## src/rtl/flash_ctl_pkg.sv

```systemverilog
package flash_ctl_pkg;

   localparam int REG_W       = 8;
   localparam int MODE_POS    = 1;
   localparam int BLK_LSB     = 4;
   localparam int BLK_MAX     = 2;
   localparam int RSV_ONE_POS = 7;

   typedef enum logic {
      ARM_ON_ZERO = 1'b0,
      ARM_ON_ONE  = 1'b1
   } arm_pol_e;

endpackage

```

## src/rtl/flash_reg_decode.sv

```systemverilog
module flash_reg_decode #(
   parameter int ADDR_W = 8,
   parameter logic [ADDR_W-1:0] REG_ADDR = '0
) (
   input  logic [ADDR_W-1:0] bus_addr,
   input  logic              bus_wr,
   input  logic              bus_rd,
   output logic              wr_hit,
   output logic              rd_hit
);

   logic sel;

   always_comb begin
      sel    = (bus_addr == REG_ADDR);
      wr_hit = sel & bus_wr;
      rd_hit = sel & bus_rd;
   end

endmodule

```

## src/rtl/flash_seq_bit.sv

```systemverilog
module flash_seq_bit
   import flash_ctl_pkg::*;
#(
   parameter arm_pol_e ARM_POL   = ARM_ON_ZERO,
   parameter bit       FORCE_OFF = 1'b0
) (
   input  logic clk,
   input  logic rst_n,
   input  logic rewrite_en,
   input  logic wr_hit,
   input  logic wr_bit,
   input  logic abort,
   output logic bit_q
);

   localparam logic ARM_V = logic'(ARM_POL);

   logic armed;
   logic q_nxt;
   logic armed_nxt;

   always_comb begin
      q_nxt     = bit_q;
      armed_nxt = armed;
      if (!rewrite_en) begin
         armed_nxt = 1'b0;
         if (FORCE_OFF) q_nxt = 1'b0;
      end else if (wr_hit) begin
         if (wr_bit == ARM_V) begin
            q_nxt     = ARM_V;
            armed_nxt = ~abort;
         end else begin
            if (armed && !abort) q_nxt = ~ARM_V;
            armed_nxt = 1'b0;
         end
      end else if (abort) begin
         armed_nxt = 1'b0;
      end
   end

   always_ff @(posedge clk or negedge rst_n) begin
      if (!rst_n) begin
         bit_q <= 1'b0;
         armed <= 1'b0;
      end else begin
         bit_q <= q_nxt;
         armed <= armed_nxt;
      end
   end


   abort_drop_chk: assert property (@(posedge clk) disable iff (!rst_n)
      abort |=> !armed);


   lone_finish_chk: assert property (@(posedge clk) disable iff (!rst_n)
      (rewrite_en && wr_hit && (wr_bit != ARM_V) && !armed) |=> $stable(bit_q));


   direct_load_chk: assert property (@(posedge clk) disable iff (!rst_n)
      (rewrite_en && wr_hit && (wr_bit == ARM_V)) |=> (bit_q == ARM_V));

   generate
      if (FORCE_OFF) begin : g_force

         en_low_force_chk: assert property (@(posedge clk) disable iff (!rst_n)
            !rewrite_en |=> !bit_q);
      end else begin : g_hold

         en_low_hold_chk: assert property (@(posedge clk) disable iff (!rst_n)
            !rewrite_en |=> $stable(bit_q));
      end
   endgenerate

endmodule

```

## src/rtl/flash_reg_readback.sv

```systemverilog
module flash_reg_readback
   import flash_ctl_pkg::*;
#(
   parameter int NUM_BLK = 2
) (
   input  logic               rd_hit,
   input  logic               ew_mode,
   input  logic [NUM_BLK-1:0] blk_dis,
   output logic [REG_W-1:0]   rdata
);

   logic [REG_W-1:0] image;

   always_comb begin
      image              = '0;
      image[RSV_ONE_POS] = 1'b1;
      image[MODE_POS]    = ew_mode;
      for (int i = 0; i < NUM_BLK; i++) begin
         image[BLK_LSB+i] = blk_dis[i];
      end
      rdata = rd_hit ? image : '0;
   end

endmodule

```

## src/rtl/flash_rewrite_ctl_reg.sv

```systemverilog
module flash_rewrite_ctl_reg
   import flash_ctl_pkg::*;
#(
   parameter int ADDR_W = 8,
   parameter logic [ADDR_W-1:0] REG_ADDR = 8'h35,
   parameter int NUM_BLK = 2
) (
   input  logic               clk,
   input  logic               rst_n,
   input  logic [ADDR_W-1:0]  bus_addr,
   input  logic               bus_wr,
   input  logic               bus_rd,
   input  logic [7:0]         bus_wdata,
   output logic [7:0]         bus_rdata,
   input  logic               rewrite_en,
   input  logic               irq_taken,
   output logic               ew_mode_o,
   output logic [NUM_BLK-1:0] blk_dis_o
);

   localparam logic [REG_W-1:0] RSV_ZERO_MASK = 8'b0100_1101;

   generate
      if (NUM_BLK < 1 || NUM_BLK > BLK_MAX) begin : g_bad_blk
         $error("NUM_BLK must lie in 1..2");
      end
      if (ADDR_W < 1) begin : g_bad_addr
         $error("ADDR_W must be positive");
      end
   endgenerate

   logic wr_hit;
   logic rd_hit;
   logic rsv_wr_bits_unused;

   assign rsv_wr_bits_unused = ^{bus_wdata[7:6], bus_wdata[3:2], bus_wdata[0]};

   flash_reg_decode #(
      .ADDR_W  (ADDR_W),
      .REG_ADDR(REG_ADDR)
   ) i_decode (
      .bus_addr(bus_addr),
      .bus_wr  (bus_wr),
      .bus_rd  (bus_rd),
      .wr_hit  (wr_hit),
      .rd_hit  (rd_hit)
   );

   flash_seq_bit #(
      .ARM_POL  (ARM_ON_ZERO),
      .FORCE_OFF(1'b1)
   ) i_mode_bit (
      .clk       (clk),
      .rst_n     (rst_n),
      .rewrite_en(rewrite_en),
      .wr_hit    (wr_hit),
      .wr_bit    (bus_wdata[MODE_POS]),
      .abort     (irq_taken),
      .bit_q     (ew_mode_o)
   );

   generate
      for (genvar b = 0; b < NUM_BLK; b++) begin : g_blk
         flash_seq_bit #(
            .ARM_POL  (ARM_ON_ONE),
            .FORCE_OFF(1'b0)
         ) i_dis_bit (
            .clk       (clk),
            .rst_n     (rst_n),
            .rewrite_en(rewrite_en),
            .wr_hit    (wr_hit),
            .wr_bit    (bus_wdata[BLK_LSB+b]),
            .abort     (irq_taken),
            .bit_q     (blk_dis_o[b])
         );
      end
      if (NUM_BLK < BLK_MAX) begin : g_unused_blk
         logic unused_blk_wr;
         assign unused_blk_wr = ^bus_wdata[BLK_LSB+BLK_MAX-1:BLK_LSB+NUM_BLK];
      end
   endgenerate

   flash_reg_readback #(
      .NUM_BLK(NUM_BLK)
   ) i_readback (
      .rd_hit (rd_hit),
      .ew_mode(ew_mode_o),
      .blk_dis(blk_dis_o),
      .rdata  (bus_rdata)
   );


   quiet_hold_chk: assert property (@(posedge clk) disable iff (!rst_n)
      (!wr_hit && !irq_taken && rewrite_en) |=> $stable({ew_mode_o, blk_dis_o}));


   rsv_read_chk: assert property (@(posedge clk) disable iff (!rst_n)
      rd_hit |-> (bus_rdata[RSV_ONE_POS] && ((bus_rdata & RSV_ZERO_MASK) == '0)));


   idle_rdata_chk: assert property (@(posedge clk) disable iff (!rst_n)
      !rd_hit |-> (bus_rdata == '0));

endmodule

```

## config.mk

```make
export PLATFORM = sky130hd
export DESIGN_NAME = flash_rewrite_ctl_reg
export DESIGN_NICKNAME = d
export VERILOG_FILES = /design/src/rtl/flash_ctl_pkg.sv /design/src/rtl/flash_reg_decode.sv /design/src/rtl/flash_seq_bit.sv /design/src/rtl/flash_reg_readback.sv /design/src/rtl/flash_rewrite_ctl_reg.sv
export SDC_FILE = /design/constraint.sdc
export NUM_CORES = 1
export LEC_CHECK = 0
export ABC_CLOCK_PERIOD_IN_PS = 2210
export BUFFER_PORTS_ARGS = -buffer_cell sky130_fd_sc_hd__buf_2
export CORE_AREA = 2 2 39 41
export CTS_CLUSTER_SIZE = 40
export DETAILED_ROUTE_END_ITERATION = 8
export DIE_AREA = 0 0 41 43
export PLACE_DENSITY_LB_ADDON = 0.1
export SYNTH_ARGS = -nofsm -noshare
export SYNTH_HDL_FRONTEND = slang
export SYNTH_HIERARCHICAL = 1
export SYNTH_SLANG_ARGS = --single-unit
```

## constraint.sdc

```tcl
create_clock -name clk -period 2.21 [get_ports clk]
set_input_delay 0.1105 -clock clk [delete_from_list [all_inputs] [get_ports clk]]
set_output_delay 0.1105 -clock clk [all_outputs]
set_load 0.02 [all_outputs]
```

# After elaboration in Yosys (flattened, before gate mapping)
# Index checks and enable logic that the tools add are counted.
[word_totals]
reg_bits = 6
in_bits = 22
out_inout_bits = 11
wordCells = 41
[op_classes]
n_eq_ne = 4
muxes = 19
bitwise = 3
n_reduce_logical = 9
[op_table]
columns = ["op", "n"]
rows = [
  ["$mux W1", 18],
  ["$eq A8 B6 Y1 const B", 1],
  ["$mux W8", 1],
  ["$reduce_and A3 Y1", 2],
  ["$reduce_bool A2 Y1", 2],
  ["$logic_and A1 B1 Y1", 3],
  ["$ne A3 B1 Y1 const B", 1],
  ["$ne A3 B2 Y1 const B", 1],
  ["$and A1 B1 Y1", 2],
  ["$ne A2 B1 Y1 const B", 1],
  ["$reduce_and A2 Y1", 1],
  ["$logic_not A1 Y1", 1],
  ["$not A1 Y1", 1],
]

# Depth between registers and ports, before layout
# Gate-level depths: netlist (run 1).
[depth]
word_depth = 6
depth_mapped = 4
mapped_depth_nobuf = 4

# Hierarchy
# Netlist (run 1), hierarchy kept.
[modules_own_cells]
columns = ["module", "instances", "cells_per_inst", "area_per_inst_um2", "seq_area_each_um2"]
rows = [
  ["flash_seq_bit at g_blk[0].i_dis_bit ...", 2, 6, 91.3, 50.0],
  ["flash_seq_bit at i_mode_bit", 1, 8, 97.6, 50.0],
  ["flash_reg_readback", 1, 9, 60.1, 0.0],
  ["flash_reg_decode", 1, 6, 36.3, 0.0],
]

# Least setup slack after synthesis (run 1)
# Ideal clock, no wire load.
[synth_timing]
kind = "input to register"
from = "input bus_addr[7]"
to = "register g_blk[0].i_dis_bit.bit_q"
setup_ns = 0.122
t_arrival_ns = 1.601
required_time_ns = 2.088
slack_ns = 0.487
stages = 4
path_buffers = 0
cell_sequence = "or4b_1 > nor3_1 > nand4b_1 > a32o_1"
[synth_via]
elab_chain_cells = 3
[synth_rtl]
columns = ["item", "line", "rtl"]
rows = [
  ["start, declared", "flash_rewrite_ctl_reg.sv:10", "input logic [ADDR_W-1:0] bus_addr,"],
  ["$eq A8 B6 Y1", "flash_reg_decode.sv:15", "sel = (bus_addr == REG_ADDR);"],
  ["$and A1 B1 Y1", "flash_reg_decode.sv:16", "wr_hit = sel & bus_wr;"],
  ["net wr_hit", "flash_rewrite_ctl_reg.sv:32", "logic wr_hit;"],
  ["$reduce_and A3 Y1 (no line)", "--", ""],
  ["end signal, assigned", "flash_seq_bit.sv:46", "bit_q <= q_nxt;"],
  ["end, declared", "flash_seq_bit.sv:13", "output logic bit_q"],
]
# The timed path passes the listed nets, and every way through them passes these cells.
# A chain may end at the register's enable or synchronous reset.

# Final worst setup path (run 1)
[layout_timing]
from = "input bus_addr[7]"
to = "output bus_rdata[4]"
[layout_via]
elab_chain_cells = 3
[layout_rtl]
columns = ["item", "line", "rtl"]
rows = [
  ["$eq A8 B6 Y1", "flash_reg_decode.sv:15", ""],
  ["$and A1 B1 Y1", "flash_reg_decode.sv:17", "rd_hit = sel & bus_rd;"],
  ["$mux W8", "flash_reg_readback.sv:21", "rdata = rd_hit ? image : '0;"],
  ["end, declared", "flash_rewrite_ctl_reg.sv:14", "output logic [7:0] bus_rdata,"],
]
# No other way between the ends.

==> results of run 1 <==
[metal layers]
metal	up-vias	track usage	wire, µm
met5	-	0	0
met4	0	0.1000	12
met3	2	0.03141	107
met2	21	0.1469	345
met1	147	0.1443	348
li1	171	-	-
[logic make-up after synthesis]
logic type / after synthesis / share of synthesized area
and+or+nand+nor: 15 / 0.3156
DFF: 6 / 0.3987
other: 1 / 0.009957
buffers and inverters: 7 / 0.1196
AOI/OAI and AO/OA: 4 / 0.1030
muxes: 2 / 0.05316
[registers in the layout, summed over array words and instances, names as in the netlist]
name and cells:
g_blk.i_dis_bit/armed 2, g_blk.i_dis_bit/bit_q 2, i_mode_bit/armed 1, i_mode_bit/bit_q 1
[worst max path at each step]
stage / slack, ns / to / depth (start not counted)
after floorplan: 0.49 / g_blk[0].i_dis_bit/bit_q / 4
after global placement: 0.67 / g_blk[0].i_dis_bit/bit_q / 6
after detailed placement: 0.68 / g_blk[0].i_dis_bit/bit_q / 6
after CTS: 0.71 / bus_rdata[4] / 5
after global routing: 0.60 / bus_rdata[5] / 5
final: 0.74 / bus_rdata[4] / 5
[what timing repair did]
| action | CTS | global route |
|---|---|---|
| hold endpoints to repair | 6 | 0 |
| hold buffers | 1 | 0 |
| buffers inserted | 0 | 0 |
[cell usage in the layout, fill, tap and decap left out]
| master | count |
|---|---|
| sky130_fd_sc_hd__or2b_1 | 1 |
| sky130_fd_sc_hd__buf_4 | 1 |
| sky130_fd_sc_hd__nand4b_1 | 3 |
| sky130_fd_sc_hd__nand2b_1 | 2 |
| sky130_fd_sc_hd__a32o_1 | 2 |
| sky130_fd_sc_hd__a21oi_2 | 1 |
| sky130_fd_sc_hd__mux2i_1 | 2 |
| sky130_fd_sc_hd__inv_1 | 2 |
| sky130_fd_sc_hd__and3b_1 | 1 |
| sky130_fd_sc_hd__dlygate4sd3_1 | 1 |
| sky130_fd_sc_hd__dfrtp_1 | 6 |
| sky130_fd_sc_hd__and2_1 | 3 |
| sky130_fd_sc_hd__or4b_1 | 1 |
| sky130_fd_sc_hd__nor3_1 | 2 |
| sky130_fd_sc_hd__conb_1 | 4 |
| sky130_fd_sc_hd__nor3b_2 | 2 |
| sky130_fd_sc_hd__clkbuf_4 | 3 |
| sky130_fd_sc_hd__buf_2 | 23 |
| sky130_fd_sc_hd__o211a_1 | 1 |
[power by group]
group	switching (W)	internal, W
combinational	0.0000184	0.0000158
sequential	0.000000688	0.000111
clock	0.0000380	0.0000613
[worst max-delay path, cell delays in order]
cell and delay, ns:
sky130_fd_sc_hd__buf_2 0.09, sky130_fd_sc_hd__or4b_1 0.54, sky130_fd_sc_hd__nor3_1 0.29, sky130_fd_sc_hd__and2_1 0.17, sky130_fd_sc_hd__buf_2 0.15
[area by class of cell]
cell class | instances | area, µm²
sequential | 6 | 150.1
timing repair buffer | 25 | 132.6
multi-input combinational | 25 | 192.7
fill | 150 | 858.3
inverter | 2 | 7.507
clock buffer | 3 | 22.52
tap | 16 | 20.02
[metrics by stage]
step | hold WS, ns | power [W] | cell area (µm²)
after floorplan | -0.1851 | 0.0001318 | 387.9
after global placement | -0.05240 | 0.0001463 | 493.0
after detailed placement | -0.05258 | 0.0001466 | 493.0
after CTS | 0.09901 | 0.0002512 | 525.5
after global routing | 0.1152 | 0.0002641 | 525.5
final | 0.1061 | 0.0002455 | 525.5
==> impl_summary.log, run 1 <==
INFO  metric outcome = complete, no violations
INFO  metric fmaxAchievable = ~0.68 GHz
INFO  metric post_drt_via_cell_ratio = roughly 4.4
INFO  metric finalSetupTns = 0 ns
INFO  metric num_antenna_cells = 0
INFO  metric largest_vdd_supply_drop = 240.4 µV
INFO  metric ctsRootBufferMaster = sky130_fd_sc_hd__clkbuf_4
INFO  metric cts-htree-levels = 1
INFO  metric rsz_0062_raised_after_global_routing = false
INFO  metric final-instance-count-excl-fill = a little under 80
INFO  metric crit_path_end_kind = primary output
INFO  metric design.die.area = 0.001763 mm²
INFO  metric vias = between 300 and 400
INFO  metric flow.area_growth_from_synthesis = 39.53%
INFO  metric power_leakage = 0.2845 nW
INFO  metric min_period_over_period = 0.6668
INFO  metric detail_route.first_pass.iterations = 2
INFO  metric finalSetupViolCount = 0
INFO  metric synthDominantAreaCellType = sky130_fd_sc_hd__dfrtp_1
INFO  metric cts_repair_resize_count = 0
INFO  metric num-nets-final = 85
INFO  metric antenna_violations_before_repair = 0
INFO  metric tritoncts_clock_tree = done
INFO  metric synth_most_common_cell = sky130_fd_sc_hd__dfrtp_1
INFO  metric post-route-min-period = between 1 and 1.5 ns
INFO  metric start_util = 0.2722
INFO  metric least_setup_slack_across_all_paths_after_layout = around 0.74 ns
INFO  metric cts.path.max_buffers = 2
INFO  metric pin_count_of_the_biggest_net_entering_global_routing = 10
INFO  metric r2r_start = i_mode_bit/armed
INFO  metric grt.total_usage = 0.1131
INFO  metric clk_latency = around 0.24 ns
INFO  metric yosysWarningCount = 6
INFO  metric postSynthRegisterBits = 6
INFO  metric worst_hold_path_type = input pin to flop
INFO  metric portion_of_the_post_synthesis_area_used_by_sequential_elements = 0.3987
INFO  metric synthesis.area = 376.6 µm²
INFO  metric setup_slack_on_the_worst_flop_to_flop_path = approximately 1.4 ns
INFO  metric drive_gt1_frac = 0.4918
INFO  metric remaining_drc_errors = 0
INFO  metric arrival = between 1 and 1.5 ns
INFO  metric maxSlewViolCount = 0
INFO  metric clock-skew-final = 0.001743 ns
INFO  metric crit_start = bus_addr[7]
INFO  metric drc_violation_total_after_the_first_tritonroute_iteration = 4
INFO  metric finalCoreUtilization = 0.3797
INFO  metric detail_route.wirelength = 813 µm
INFO  metric gp_congestion = approximately 0.62
INFO  metric cp_max_fo = 4
INFO  metric criticalPathCategory = input pin to primary output
INFO  metric min_path_cells = 2
INFO  metric dp_hpwl = 630 µm
INFO  metric synth_enable_flop_cells = 0
INFO  metric clkSinkCount = 6
INFO  metric clk_pin_slew_worst_paths = about 0.04 ns
INFO  metric worstHoldStart = irq_taken
INFO  metric portion_of_synthesized_cell_area_occupied_by_the_leading_cell_type = 0.3987
INFO  metric core = approximately 0.0014 mm²
INFO  metric gr-total-overflow = 0
INFO  metric portBuffers = 23
INFO  metric wl_per_cell = around 11 µm
INFO  metric placed_cells = 73
INFO  metric grt_pass1_wl = between 1 and 1.5 mm
INFO  metric worst-endpoint-required = 2.10 ns
INFO  metric synth_area_per_cell = between 10 and 15 µm²
INFO  metric chipWidth = around 41 µm
INFO  metric hold_viol_final = 0
INFO  metric place_worst_setup_slack = about 0.68 ns
INFO  metric setup.worst_path.start_class = input pin
INFO  metric number_of_max_cap_violations = 0
INFO  metric synth.cells.most_frequent = 6 x sky130_fd_sc_hd__dfrtp_1, 5 x sky130_fd_sc_hd__buf_4, 3 x sky130_fd_sc_hd__and2_1, 3 x sky130_fd_sc_hd__nand4b_1
INFO  metric hold_path_end = g_blk[1].i_dis_bit/armed
INFO  metric p_per_area = around 470 mW/mm²
INFO  metric synthArstFlopShare = 1.000
INFO  metric dieHeight = ~43 µm
INFO  metric drt.antenna.violating_nets = 0
INFO  metric syn-instance-count = 35
INFO  metric rows = 14
INFO  metric worst_r2r_endpoint = i_mode_bit/bit_q
INFO  metric grt_pass1_vias = 292
INFO  metric synth_top_flop_cell = sky130_fd_sc_hd__dfrtp_1
INFO  metric numCtsBuffers = 3
INFO  metric num_io_pins = 33
INFO  metric synth_cell_type_count = 16
INFO  metric ff2ff_path_depth = 2
INFO  metric synth.area.top_cells = sky130_fd_sc_hd__dfrtp_1 40%, sky130_fd_sc_hd__buf_4 10%, sky130_fd_sc_hd__nand4b_1 7.0%, sky130_fd_sc_hd__nor3b_2 6.6%, sky130_fd_sc_hd__a32o_1 5.3%
Power figures use the tool's default switching activity.
==> run 2, diff against run 1 <==
--- a/config.mk
+++ b/config.mk
@@ -5,7 +5,7 @@
 export SDC_FILE = /design/constraint.sdc
 export NUM_CORES = 1
 export LEC_CHECK = 0
-export ABC_CLOCK_PERIOD_IN_PS = 2210
+export ABC_CLOCK_PERIOD_IN_PS = 1220
 export BUFFER_PORTS_ARGS = -buffer_cell sky130_fd_sc_hd__buf_2
 export CORE_AREA = 2 2 39 41
 export CTS_CLUSTER_SIZE = 40
==> constraint.sdc (replaced) <==
create_clock -name clk -period 1.22 [get_ports clk]
set_input_delay 0.061 -clock clk [delete_from_list [all_inputs] [get_ports clk]]
set_output_delay 0.061 -clock clk [all_outputs]
set_load 0.02 [all_outputs]
==> impl_summary.log, run 2 (synthesis gave the netlist of run 1 again) <==
INFO  metric outcome = finished, violations left (was complete, no violations)
INFO  metric violations = negative setup slack
INFO  metric wl_per_cell = 10.22 µm (was 10.56 µm)
INFO  metric num_io_pins = 33 (unchanged)
INFO  metric num_antenna_cells = 0 (unchanged)
INFO  metric clk_pin_slew_worst_paths = 0.04 ns (about the same)
INFO  metric drc_violation_total_after_the_first_tritonroute_iteration = 0 (was 4)
INFO  metric numCtsBuffers = 3 (unchanged)
INFO  metric fin_area = 608.1 µm² (was 525.5 µm²)
INFO  metric detail_route.first_pass.iterations = 1 (was 2)
INFO  metric fmaxAchievable = roughly 0.79 GHz
INFO  metric portBuffers = 23 (unchanged)
INFO  metric total_switching_power = 0.0001089 W (was 0.00005710 W)
INFO  metric grt_pass1_vias = 327 (was 292)
INFO  metric start_util = 0.2722 (unchanged)
INFO  metric internal_power = 0.0003446 W (was 0.0001884 W)
INFO  metric core = 0.001384 mm² (unchanged)
INFO  metric remaining_drc_errors = 0 (unchanged)
INFO  metric placed_cells = 74 (was 73)
INFO  metric placement.cell_area = 528.0 µm² (was 493.0 µm²)
INFO  metric grt_pass1_wl = 1.297 mm (was 1.283 mm)
INFO  metric place_worst_setup_slack = -0.2303 ns (was 0.6773 ns)
INFO  metric least_setup_slack_across_all_paths_after_layout = -0.04391 ns (was 0.7365 ns)
INFO  metric post_drt_via_cell_ratio = 4.474 (was 4.429)
INFO  metric combPwrFrac = 0.153 (was 0.139)
INFO  metric worst_hold_path_type = input pin to flop (unchanged)
INFO  metric number_of_max_cap_violations = 0 (unchanged)
INFO  metric rsz_0062_raised_after_global_routing = true (was false)
INFO  metric ctsRootBufferMaster = sky130_fd_sc_hd__clkbuf_4 (unchanged)
INFO  metric gp_congestion = 0.7109 (was 0.6207)
INFO  metric design.die.area = 0.001763 mm² (unchanged)
INFO  metric num-nets-final = 86 (was 85)
INFO  metric final-instance-count-excl-fill = 78 (was 77)
INFO  metric power_switching_share = 0.2401 (was 0.2326)
INFO  metric mostFrequentLayoutCells = 19 x sky130_fd_sc_hd__buf_2, 6 x sky130_fd_sc_hd__dfrtp_1, 5 x sky130_fd_sc_hd__buf_6, 4 x sky130_fd_sc_hd__conb_1 (was 23 x sky130_fd_sc_hd__buf_2, 6 x sky130_fd_sc_hd__dfrtp_1, 4 x sky130_fd_sc_hd__conb_1)
INFO  metric arrival = 1.20 ns (was 1.36 ns)
INFO  metric finalSetupViolCount = 3 (was 0)
INFO  metric setup.worst_path.start_class = input pin (unchanged)
INFO  metric cts-htree-levels = 1 (unchanged)
INFO  metric grt.total_usage = 0.1101 (was 0.1131)
INFO  metric rows = 14 (unchanged)
INFO  metric crit_path_end_kind = primary output (unchanged)
INFO  metric tritoncts_clock_tree = done (unchanged)
INFO  metric detail_route.wirelength = 797 µm (was 813 µm)
INFO  metric r2r_start = i_mode_bit/armed (unchanged)
INFO  metric dieHeight = 43 µm (unchanged)
INFO  metric drt.antenna.violating_nets = 0 (unchanged)
INFO  metric timing.hold.ws = 0.06048 ns (was 0.1061 ns)
INFO  metric drive_gt1_frac = 0.5968 (was 0.4918)
INFO  metric flow.area_growth_from_synthesis = 61.46% (was 39.53%)
INFO  metric clkSinkCount = 6 (unchanged)
INFO  metric clock-skew-final = 0.004593 ns (was 0.001743 ns)
INFO  metric seqPwrFrac = 0.448 (was 0.456)
INFO  metric p_per_area = 745.7 mW/mm² (was 467.1 mW/mm²)
INFO  metric criticalPathCategory = input pin to primary output (unchanged)
INFO  metric post-route-min-period = ~1.3 ns
INFO  metric power_leakage = 0.3179 nW (was 0.2845 nW)
INFO  metric min_period_over_period = 1.036
INFO  metric hold_viol_final = 0 (unchanged)
INFO  metric layout.cells.most_common = sky130_fd_sc_hd__buf_2 (unchanged)
INFO  metric crit_start = bus_addr[7] (unchanged)
INFO  metric biggestRegsByFlops = g_blk.i_dis_bit/armed x2, g_blk.i_dis_bit/bit_q x2 (unchanged)
INFO  metric gr-total-overflow = 0 (unchanged)
INFO  metric antenna_violations_before_repair = 0 (unchanged)
INFO  metric worst-endpoint-required = 1.16 ns (was 2.10 ns)
INFO  metric maxSlewViolCount = 0 (unchanged)
INFO  metric worstHoldStart = irq_taken (unchanged)
INFO  metric finalCoreUtilization = 0.4394 (was 0.3797)
INFO  metric cp_max_fo = 4 (unchanged)
INFO  metric clk_latency = 0.24 ns (about the same)
INFO  metric cts.path.max_buffers = 2 (unchanged)
INFO  metric largest_vdd_supply_drop = 450.6 µV (was 240.4 µV)
INFO  metric pin_count_of_the_biggest_net_entering_global_routing = 10 (unchanged)
INFO  metric clockPowerShare = 0.400 (was 0.405)
INFO  metric vias = 349 (was 341)
INFO  metric chipWidth = 41 µm (unchanged)
INFO  metric cts_setup_buffers = 0 (unchanged)
-- run 2: power groups by stage --
stage	combinational (W)	clock [W]	sequential [W]
finish	0.0000693	0.000181	0.000203
global route	0.0000774	0.000209	0.000203
CTS	0.0000690	0.000195	0.000203
detailed placement	0.0000637	0	0.000206
global placement	0.0000635	0	0.000206
floorplan	0.0000335	0	0.000208
-- run 2: area by class of cell --
| cell class | count | area, µm² |
|---|---|---|
| repair buffers | 26 | 181.4 |
| multi-input cells | 25 | 226.5 |
| flip-flops and latches | 6 | 150.1 |
| well taps | 16 | 20.02 |
| clock buffers | 3 | 22.52 |
| inverters | 2 | 7.507 |
| fillers | 130 | 775.7 |
-- run 2: per-stage QoR --
| stage | setup TNS (ns) | power [W] |
|---|---|---|
| finish | -0.1282 | 0.0004534 |
| global route | -0.3339 | 0.0004890 |
| CTS | -0.1597 | 0.0004668 |
| detailed placement | -1.401 | 0.0002695 |
| global placement | -1.399 | 0.0002693 |
| floorplan | -0.3672 | 0.0002414 |
-- run 2: per-layer routing --
metal	part of all wire	GRT usage	wire length [µm]
met1	0.41	0.1246	325
met2	0.52	0.1656	412
met3	0.074	0.03141	59
met4	0	0.08000	0
met5	0	0	0
-- run 2: final timing paths --
check / endpoint / slack (ns) / depth (start not counted)
min reg2reg: g_blk[0].i_dis_bit/bit_q / 0.52 / 1
max reg2reg: i_mode_bit/bit_q / 0.37 / 2
max in group asynchronous: g_blk[0].i_dis_bit/bit_q / 0.90 / 2
min: g_blk[0].i_dis_bit/armed / 0.06 / 2
max: bus_rdata[4] / -0.04 / 6
min in group asynchronous: i_mode_bit/bit_q / 0.17 / 2
-- run 2: timing repair --
action	CTS	global route
gates resized for setup	7	6
cloned	0	0
hold buffers	1	0
setup endpoints to repair	4	6
hold endpoints to repair	6	0
-- run 2: worst max-delay path, cell delays in order --
cell and delay (ns):
sky130_fd_sc_hd__buf_6 0.09, sky130_fd_sc_hd__or4b_4 0.56, sky130_fd_sc_hd__nor3_4 0.14, sky130_fd_sc_hd__buf_6 0.12, sky130_fd_sc_hd__and2_4 0.13, sky130_fd_sc_hd__buf_6 0.10
